**src/rtl/pingpong_rx_buf.sv**
```systemverilog
module pingpong_rx_buf #(
  parameter int BANK_BYTES = 64,
  localparam int AW = $clog2(BANK_BYTES),
  localparam int CW = $clog2(BANK_BYTES + 1)
) (
  input  logic          clk,
  input  logic          rst_n,
  input  logic          flush,
  input  logic          rx_valid,
  input  logic [7:0]    rx_data,
  input  logic          rx_end_ok,
  input  logic          rx_end_bad,
  output logic          rx_nak,
  input  logic          rd_en,
  output logic [7:0]    rd_data,
  input  logic          rd_done,
  output logic          full_flag,
  output logic [CW-1:0] rx_size,
  output logic          dma_req
);
  localparam logic [CW-1:0] CAP = CW'(BANK_BYTES);

  logic [7:0]    mem [2*BANK_BYTES];
  logic [1:0]    full;
  logic [CW-1:0] cnt [2];
  logic          wb, rb, drop;
  logic [CW-1:0] wp, rp;

  wire wr_ok   = rx_valid && !drop && !full[wb] && (wp != CAP);
  wire pkt_end = rx_end_ok || rx_end_bad;
  wire commit  = rx_end_ok && !drop && !full[wb];
  wire release_bank = rd_done && full[rb];
  wire rd_step = rd_en && full[rb] && (rp != cnt[rb]);

  assign rx_nak    = full[wb];
  assign full_flag = |full;
  assign rx_size   = full[rb] ? cnt[rb] : '0;
  assign dma_req   = full[rb] && (rp != cnt[rb]);
  assign rd_data   = mem[{rb, rp[AW-1:0]}];

  always_ff @(posedge clk)
    if (wr_ok) mem[{wb, wp[AW-1:0]}] <= rx_data;

  always_ff @(posedge clk or negedge rst_n) begin
    if (!rst_n) begin
      full <= '0; wb <= 1'b0; rb <= 1'b0; drop <= 1'b0;
      wp <= '0; rp <= '0; cnt[0] <= '0; cnt[1] <= '0;
    end else if (flush) begin
      full <= '0; wb <= 1'b0; rb <= 1'b0; drop <= 1'b0;
      wp <= '0; rp <= '0; cnt[0] <= '0; cnt[1] <= '0;
    end else begin
      if (pkt_end) begin
        wp   <= '0;
        drop <= 1'b0;
        if (commit) begin
          full[wb] <= 1'b1;
          cnt[wb]  <= wp;
          wb       <= ~wb;
        end
      end else if (wr_ok) begin
        wp <= wp + 1'b1;
      end else if (rx_valid) begin
        drop <= 1'b1;
      end
      if (release_bank) begin
        full[rb] <= 1'b0;
        rb       <= ~rb;
        rp       <= '0;
      end else if (rd_step) begin
        rp <= rp + 1'b1;
      end
    end
  end
endmodule

```
**config.mk**
```make
export PLATFORM = sky130hd
export DESIGN_NAME = pingpong_rx_buf
export DESIGN_NICKNAME = d
export VERILOG_FILES = /design/src/rtl/pingpong_rx_buf.sv
export SDC_FILE = /design/constraint.sdc
export NUM_CORES = 1
export LEC_CHECK = 0
export BUFFER_PORTS_ARGS = -buffer_cell sky130_fd_sc_hd__clkbuf_2
export CELL_PAD_IN_SITES_DETAIL_PLACEMENT = 1
export CELL_PAD_IN_SITES_GLOBAL_PLACEMENT = 1
export CORE_UTILIZATION = 45
export CTS_BUF_LIST = sky130_fd_sc_hd__clkbuf_8
export DETAILED_ROUTE_END_ITERATION = 6
export PLACE_DENSITY = 0.67
export SLEW_MARGIN = 20
export SYNTH_ARGS = -nofsm -noshare
export SYNTH_HDL_FRONTEND = slang
export SYNTH_SLANG_ARGS = --single-unit
```
**constraint.sdc**
```tcl
create_clock -name clk -period 4 [get_ports clk]
set_input_delay 0.8 -clock clk [delete_from_list [all_inputs] [get_ports clk]]
set_output_delay 0.8 -clock clk [all_outputs]
set_load 0.005 [all_outputs]
```
==> qor.csv, run 1 <==
metric,value,unit
end_kind,output port,
syn_to_final_growth,17.3,%
clk_pin_slew,0.07,ns
final_nets,2413,
synth_edf_count,1024,
ctsHoldBuffers,0,
relSlewSlack,32.4,%
ys_ff_latch,1057,
holdWs,0.0706,ns
drc,0,
rsz0062_at_grt,yes,
yosysSeqAreaShare,75.8,%
yosysWarnings,0,
synth.distinct_cells,69,
outcome,"finished, violations left",
ir_drop,0.348,mV
syn_avg_cell_area,20.0,um^2
fin_crit_sh,109,%
power,21.5,mW
worst_slew_pin_slew,1.01,ns
power_density,441,nW/um^2
drive_above_1_share,30.9,%
holdCritPathClass,primary input to asynchronous set/reset pin,
syn_area,41700,um^2
clk_latency,0.85,ns
grt_pass1_wl,168,mm
io_pins,34,
fp.dieH,306,um
first_pass_iters,5,
rrSetupSlack,0.67,ns
worst_ep_required_time,3.20,ns
slew_violations,0,
path_max_fanout,12,
synthFlopType,edfxtp_1,
hpwlAfterDp,70.7,mm
cts_root_buf,clkbuf_8,
grt_antenna_before_repair,4,
place_worst_setup_slack,-0.142,ns
cts_buffer_depth,3,
cp-start-kind,flip-flop,
grtUsageTotal,25.1,%
netlist_instances,2085,
fin_crit,4.36,ns
async_flop_share,3.12,%
port-buffer-count,33,
violations,negative setup slack,
gp_routability_congestion,0.843,
fin_worst_skew,0.0329,ns
setup_violations,8,
maxCapViolCount,0,
core_area,91700,um^2
wire_per_inst,31.4,um
reg2reg_depth,8,
core.rowCount,111,
timing.fmax,229,MHz
placed_area,44200,um^2
floorplan.die_area,93900,um^2
finalWorstSetupSlack,-0.362,ns
cts_sinks,1057,
design_area,48900,um^2
overflow,0,
synth_fp_nets,2104,
htree_levels,4,
initial_utilization,45.5,%
grt_pass1_vias,23629,
cts_buffers,167,
final_core_util,53.3,%
routed_wl,117,mm
routed_via_density,6.03,
hold_violations,0,
ant_nets,0,
p_leak,15.3,nW
cts_tree,yes,
die_x,306,um
fillers,8200,
vias,22387,
grt_max_degree,101,
crit_type,flip-flop to output port,
crit_arrival,3.56,ns
drt_iter0_drc,2358,
[registers in the layout, summed over array words and instances, names as in the netlist]
signal	count
rb	1
full	2
rp	7
mem	1024
cnt	14
wp	7
drop	1
wb	1
[final cells by class]
cell class	instances	area (um^2)	area share [%]
Timing Repair Buffer	262	2760	5.64
Antenna cell	1	2.50	0.00512
Multi-Input combinational cell	897	9850	20.2
Tap cell	1186	1480	3.04
Clock buffer	169	2330	4.76
Sequential cell	1057	31600	64.6
Clock inverter	130	827	1.69
Inverter	9	33.8	0.0691
[metal layers]
| layer | GRT usage (%) | part of all wire (%) | vias up | wire, um |
|---|---|---|---|---|
| met5 | 0 | 0.023 | - | 27 |
| met4 | 8.74 | 3.3 | 4 | 3810 |
| met3 | 4.40 | 6.6 | 221 | 7720 |
| met2 | 40.7 | 49 | 941 | 56900 |
| met1 | 34.3 | 41 | 11959 | 48200 |
| li1 | - | - | 9262 | - |
[through the flow]
stage,setup TNS (ns),instances
floorplan,0,2085
global placement,-0.521,3345
detailed placement,-0.142,3345
CTS,-2.46,3691
global route,-2.86,3711
finish,-2.42,3711
[cell usage after synthesis (all sizes together) (3+ instances only)]
cell	number	area [um^2]
mux4	212	4810
nor3	3	20.0
a211oi	33	248
mux2i	126	1260
a21oi	39	195
nand3b	4	30.0
nand2	79	297
o22ai	13	81.3
xnor2	9	78.8
a211o	4	35.0
a2111oi	4	35.0
a22oi	49	368
mux2	10	113
nand3	22	110
a22o	15	131
xor2	3	26.3
nor2b	9	56.3
o22a	3	26.3
buf	82	593
inv	7	26.3
nor2	153	582
or3	8	50.1
edfxtp	1024	30700
o32a	4	40.0
dfrtp	33	826
a31oi	8	50.1
nand4	11	68.8
and2	4	25.0
ha	3	37.5
o221ai	10	87.6
o211ai	8	60.1
nor4	5	37.5
o21ai	10	50.0
clkbuf	40	150
a221oi	6	58.8
[cells in the final DEF, fill, tap and decap left out, drive strengths merged, types with 10 or more instances in the layout]
cell type,n
clkbuf,194
a21oi,39
a22oi,49
nor2,153
clkinv,58
a211oi,33
buf,230
mux2,10
dfrtp,33
nand4,11
edfxtp,1024
o221ai,10
o21ai,10
mux2i,126
nand2,79
a22o,15
inv,71
nand3,22
o22ai,13
mux4,212
[critical path: stages (launching register included)]
cell	delay, ns
dfrtp_4	0.55
buf_4	0.18
bufbuf_16	0.30
mux2i_1	0.14
o221ai_1	0.47
a211oi_2	0.14
a211oi_2	0.26
buf_4	0.17
o32a_1	0.32
clkbuf_2	0.17
[final timing paths]
kind	endpoint	start
worst min register to register	cnt[3]$_DFFE_PN0P_	cnt[3]$_DFFE_PN0P_
worst min-delay path	rp[0]$_DFFE_PN0P_	rst_n
worst max-delay path	rd_data[1]	rp[0]$_DFFE_PN0P_
min in group clk	rb$_DFFE_PN0P_	rd_done
max in group asynchronous	rp[2]$_DFFE_PN0P_	rst_n
worst max register to register	mem[106][7]$_DFFE_PP_	wp[0]$_DFFE_PN0P_
[cells by family after synthesis]
logic type,after synthesis,share of synthesized area [%]
flops,1057,75.8
mux,348,14.8
simple gates,311,3.31
compound gates,223,3.90
buf+inv,131,1.86
xor+xnor,12,0.252
fa+ha+maj,3,0.0901
[power breakdown]
group	internal, mW	switching (mW)	leakage [nW]
Combinational	0.112	0.362	3.82
Clock	4.55	4.35	1.83
Sequential	12.2	0.0102	9.65
[repair_timing]
item | in CTS | in global routing
gates resized for setup | 113 | 33
endpoints found under the setup margin | 9 | 8
pin swaps | 36 | 18
setup buffers | 42 | 18
gates cloned | 9 | 2
Note: power is estimated with default switching activity, not from simulation.
==> run 2, diff against run 1 <==
- REMOVE_ABC_BUFFERS: unset -> 1
==> run 2 against run 1 <==
Net effect:
- the run still ends with negative setup slack left
- via count grew 1.7%
- clock-buffer cell count grew 7
- core utilization increased by 0.36 points
- design area rose by 0.68%
- combinational power about the same
- non-clock buffer count grew 53
- wire length increased by 1.3%
- sequential cell count unchanged
- total power shrank 0.44%
- register-to-register slack worse by 0.18 ns
- worst setup slack worse by 0.031 ns
- highest routed layer unchanged
==> qor.csv, run 2 (synthesis results as in run 1) <==
metric,value,unit,change
core_area,91700,um^2,unchanged
end_kind,output port,,unchanged
ant_nets,0,,unchanged
clk_pin_slew,0.07,ns,about the same
place_inst,3407,,was 3345
path_delay_family,compound AO/OA/AOI/OAI gates,,unchanged
drc,0,,unchanged
holdWs,0.0881,ns,was 0.0706 ns
htree_levels,4,,unchanged
p_leak,15.5,nW,was 15.3 nW
fp.dieH,306,um,unchanged
fin_crit_sh,110,%,was 109%
floorplan.die_area,93900,um^2,unchanged
final_common_cell,edfxtp_1,,unchanged
hold_violations,0,,unchanged
crit_type,flip-flop to output port,,unchanged
holdCritPathClass,primary input to asynchronous set/reset pin,,unchanged
clk_latency,0.87,ns,was 0.85 ns
cpMaxStageDelayCell,dfrtp_4,,unchanged
crit_chain,buf_12 -> buf_16 -> buf_12 -> buf_6 -> mux4_2 -> a22oi_2 -> a41oi_2 -> o31a_1 -> o32a_1 -> buf_2,,was buf_4 -> bufbuf_16 -> mux2i_1 -> o221ai_1 -> a211oi_2 -> a211oi_2 -> buf_4 -> o32a_1 -> clkbuf_2
initial_utilization,45.5,%,unchanged
final_core_util,53.7,%,was 53.3%
gp_routability_congestion,0.836,,was 0.843
drt_iter0_drc,2281,,was 2358
slew_violations,0,,unchanged
final_nets,2471,,was 2413
violations,negative setup slack,,unchanged
timing.fmax,228,MHz,was 229 MHz
ctsHoldBuffers,0,,unchanged
finalWorstSetupSlack,-0.393,ns,was -0.362 ns
cts_root_buf,clkbuf_8,,unchanged
crit_buf_inv,5,,was 4
rsz0062_at_grt,yes,,unchanged
path_common_cell,buf_12,,
grt_pass1_wl,169,mm,was 168 mm
setup_violations,8,,unchanged
cts_tree,yes,,unchanged
design_area,49200,um^2,was 48900 um^2
outcome,"finished, violations left",,unchanged
largest_register_ffs,1024,,unchanged
grt_pass1_vias,23852,,was 23629
slowest_delay,0.51,ns,was 0.55 ns
fin_tns_setup,-2.70,ns,was -2.42 ns
final_cells,3777,,was 3711
grt_max_degree,102,,was 101
cts_buffers,172,,was 167
fin_worst_skew,0.0398,ns,was 0.0329 ns
maxCapViolCount,0,,unchanged
power_density,436,nW/um^2,was 441 nW/um^2
layout_common_cells,"edfxtp_1, buf_4, mux4_2",,"was edfxtp_1, mux4_2, buf_4"
syn_to_final_growth,18.1,%,was 17.3%
grtUsageTotal,25.3,%,was 25.1%
cts_sinks,1057,,unchanged
core.rowCount,111,,unchanged
drive_above_1_share,32.6,%,was 30.9%
first_pass_iters,5,,unchanged
port-buffer-count,33,,unchanged
relSlewSlack,31.8,%,was 32.4%
grt_antenna_before_repair,2,,was 4
place_worst_setup_slack,0.109,ns,was -0.142 ns
fin_crit,4.39,ns,was 4.36 ns
worst_ep_required_time,3.20,ns,about the same
wire_per_inst,31.3,um,was 31.4 um
crit_arrival,3.59,ns,was 3.56 ns
overflow,0,,unchanged
power,21.4,mW,was 21.5 mW
ir_drop,0.321,mV,was 0.348 mV
cp-start-kind,flip-flop,,unchanged
cts_buffer_depth,3,,unchanged
die_x,306,um,unchanged
routed_via_density,6.03,,about the same
worst_slew_pin_slew,1.02,ns,was 1.01 ns
path_max_fanout,7,,was 12
hpwlAfterDp,71.8,mm,was 70.7 mm
io_pins,34,,unchanged
placed_area,44600,um^2,was 44200 um^2
routed_wl,118,mm,was 117 mm
vias,22770,,was 22387
run 2: changes by cell type in the layout (fill, tap and decap cells not counted), moves of 5 or more:
cell	delta
clkinv_8	+5
buf_8	-6
inv_8	-5
buf_6	+9
bufinv_16	-5
buf_4	+54
inv_1	-11
clkinv_1	+9
clkbuf_8	+7
run 2: area by class of cell:
class | count | area (um^2)
Fill cell | 8237 | 42500
Inverter | 9 | 33.8
Sequential cell | 1057 | 31600
Clock inverter | 133 | 762
Timing Repair Buffer | 315 | 3110
Multi-Input combinational cell | 897 | 9800
Tap cell | 1186 | 1480
Antenna cell | 4 | 10.0
Clock buffer | 176 | 2420
run 2: repair_timing:
action | in CTS | in global routing
cloned | 8 | 2
pin swaps | 21 | 22
gates resized for setup | 107 | 36
buffers inserted | 38 | 11
setup endpoints to repair | 9 | 8
run 2: final timing paths:
check | from | to | slack [ns] | cells past startpoint
setup / recovery | rp[0]$_DFFE_PN0P_ | rd_data[1] | -0.39 | 10
hold / removal | rst_n | drop$_DFFE_PN0P_ | 0.09 | 1
setup reg to reg | wp[1]$_DFFE_PN0P_ | mem[91][4]$_DFFE_PP_ | 0.49 | 7
hold reg to reg | cnt[13]$_DFFE_PN0P_ | cnt[13]$_DFFE_PN0P_ | 0.53 | 2
max in group asynchronous | rst_n | rp[0]$_DFFE_PN0P_ | 3.21 | 1
min in group clk | rd_done | rb$_DFFE_PN0P_ | 0.20 | 2
run 2: per-layer routing:
| layer | up-vias | share of wire (%) | track usage (%) |
|---|---|---|---|
| li1 | 9395 | - | - |
| met2 | 1054 | 47 | 39.3 |
| met5 | - | 0.011 | 0 |
| met4 | 2 | 3.4 | 9.44 |
| met1 | 12094 | 42 | 35.2 |
| met3 | 225 | 8.0 | 5.56 |
run 2: report_power, final:
part           internal [mW]  total [mW]  switching (mW)
logic                  0.116       0.474           0.358
clock network           4.40        8.80            4.41
registers               12.2        12.2          0.0132
total                   16.7        21.4            4.78
==> run 3, diff against run 2 <==
- RECOVER_POWER: unset -> 25
==> run 3 against run 2 <==
Net effect:
- the run ends with max-capacitance violations, max-slew violations, negative setup slack left
- sequential share of layout area is essentially flat
- register-to-register slack barely moved
- largest cell class unchanged
- fmax is essentially flat
- combinational power is essentially flat
- clock power barely moved
- clock-buffer cell count unchanged
- via count grew 0.19%
==> qor.csv, run 3 (synthesis results as in run 1) <==
metric,value,unit,change
outcome,"finished, violations left",,unchanged
violations,"max-capacitance violations, max-slew violations, negative setup slack",,was negative setup slack
hold_violations,0,,unchanged
hpwlAfterDp,71.8,mm,unchanged
layout_common_cells,"edfxtp_1, buf_4, mux4_2",,unchanged
htree_levels,4,,unchanged
combinationalPowerShare,2.2,%,about the same
register_area,31600,um^2,unchanged
p_leak,15.5,nW,about the same
drc,0,,unchanged
core.rowCount,111,,unchanged
largest_register_ffs,1024,,unchanged
clk_pin_slew,0.06,ns,was 0.07 ns
wl_met1,49.3,mm,was 49.1 mm
crit_buf_inv,5,,unchanged
rrSetupSlack,0.48,ns,was 0.49 ns
maxCapViolCount,9,,was 0
cp-start-kind,flip-flop,,unchanged
wire_per_inst,31.3,um,about the same
first_pass_iters,6,,was 5
floorplan.die_area,93900,um^2,unchanged
port-buffer-count,33,,unchanged
rsz0062_at_grt,yes,,unchanged
cts_tree,yes,,unchanged
vias,22813,,was 22770
final_nets,2471,,unchanged
drive_above_1_share,32.4,%,was 32.6%
holdCritPathClass,primary input to flip-flop,,was primary input to asynchronous set/reset pin
cpMaxStageDelayCell,dfrtp_4,,unchanged
clk_latency,0.87,ns,about the same
relSlewSlack,-154,%,was 31.8%
fin_tns_setup,-2.73,ns,was -2.70 ns
design_area,49200,um^2,about the same
cts_root_buf,clkbuf_8,,unchanged
power.switching,4.78,mW,about the same
path_common_cell,buf_12,,unchanged
final_common_cell,edfxtp_1,,unchanged
setup_violations,8,,unchanged
worst_slew_pin_slew,3.81,ns,was 1.02 ns
cts_buffers,172,,unchanged
grtUsageTotal,25.3,%,unchanged
routed_wl,118,mm,about the same
fp.dieH,306,um,unchanged
p_clk_share,41.0,%,about the same
seqPwrFrac,56.8,%,was 56.7%
fillers,8240,,was 8237
grt_pass1_wl,169,mm,unchanged
dr.max_layer_used,met5,,unchanged
path_delay_family,compound AO/OA/AOI/OAI gates,,unchanged
grt_antenna_before_repair,2,,unchanged
slowest_delay,0.51,ns,about the same
io_pins,34,,unchanged
multi_input_area,9800,um^2,unchanged
path_max_fanout,7,,unchanged
gp_routability_congestion,0.836,,unchanged
ir_drop,0.324,mV,was 0.321 mV
initial_utilization,45.5,%,unchanged
swShare,22.3,%,about the same
timing.fmax,227,MHz,was 228 MHz
overflow,0,,unchanged
fin_crit,4.40,ns,was 4.39 ns
worst_ep_required_time,3.20,ns,about the same
crit_arrival,3.60,ns,was 3.59 ns
cts_buffer_depth,3,,unchanged
power,21.5,mW,was 21.4 mW
crit_chain,buf_12 -> buf_16 -> buf_12 -> buf_6 -> mux4_2 -> a22oi_2 -> a41oi_2 -> o31a_1 -> o32a_1 -> buf_2,,unchanged
fin_crit_sh,110,%,about the same
core_area,91700,um^2,unchanged
drt_iter0_drc,2355,,was 2281
crit_type,flip-flop to output port,,unchanged
wl_met2,55.5,mm,was 55.4 mm
cts_sinks,1057,,unchanged
die_x,306,um,unchanged
finalWorstSetupSlack,-0.397,ns,was -0.393 ns
fin_worst_skew,0.0380,ns,was 0.0398 ns
routed_via_density,6.04,,was 6.03
power_density,436,nW/um^2,about the same
met3_length,9.33,mm,was 9.49 mm
placed_area,44600,um^2,unchanged
end_kind,output port,,unchanged
grt_max_degree,102,,unchanged
grt_pass1_vias,23852,,unchanged
ant_nets,0,,unchanged
p_int,16.7,mW,about the same
slew_violations,656,,was 0
syn_to_final_growth,18.0,%,was 18.1%
==> run 3: cell types whose count changed in the layout (fill, tap and decap cells not counted), sizes merged <==
cell	before	now
buf	288	280
clkbuf	200	208
==> run 3: final cells by class <==
class | count | share of cell area [%]
repair buffers | 315 | 6.24
flip-flops and latches | 1057 | 64.3
well taps | 1186 | 3.02
clock inverters | 133 | 1.55
inverters | 9 | 0.0687
clock buffers | 176 | 4.93
multi-input cells | 897 | 19.9
diodes | 4 | 0.0204
==> run 3: final timing paths <==
kind                                          start                   end  cells past startpoint
worst min-delay path                        rd_done        rb$_DFFE_PN0P_                      2
worst max-delay path              rp[0]$_DFFE_PN0P_            rd_data[1]                     10
min in group asynchronous                     rst_n      drop$_DFFE_PN0P_                      1
worst max register to register    wp[1]$_DFFE_PN0P_  mem[85][5]$_DFFE_PP_                      7
worst min register to register  cnt[13]$_DFFE_PN0P_   cnt[13]$_DFFE_PN0P_                      2
max in group asynchronous                     rst_n     rp[0]$_DFFE_PN0P_                      1
==> run 3: per-stage QoR <==
| stage | util [%] | setup slack (ns) | hold WS [ns] | instances |
|---|---|---|---|---|
| 2_1_floorplan | - | -7.78 | 0.495 | 1963 |
| 3_3_place_gp | 48.7 | 0.127 | 0.511 | 3407 |
| 3_5_place_dp | 48.7 | 0.109 | 0.522 | 3407 |
| 4_1_cts | 53.3 | -0.392 | 0.0562 | 3761 |
| 5_1_grt | 53.6 | -0.446 | 0.171 | 3777 |
| 6_report | 53.6 | -0.397 | 0.192 | 3777 |
==> run 3: per-layer routing <==
metal	vias up	track usage, %
met5	-	0
met1	12160	35.2
met2	1020	39.3
met3	231	5.56
met4	2	9.44
li1	9400	-
==> run 3: what timing repair did <==
action                     in CTS  in global routing
cloned                          8                  2
buffers inserted               38                 11
pin swaps                      21                 22
hold buffers                    0                  0
resized for setup             107                 36
setup endpoints to repair       9                  8
==> run 3: power groups by stage <==
stage / Combinational (mW) / Sequential (mW) / Clock, mW
final: 0.472 / 12.2 / 8.80
after global routing: 0.497 / 12.2 / 9.38
after CTS: 0.466 / 12.2 / 8.96
after detailed placement: 0.450 / 12.4 / 0
after global placement: 0.428 / 12.4 / 0
after floorplan: 0.0999 / 12.4 / 0
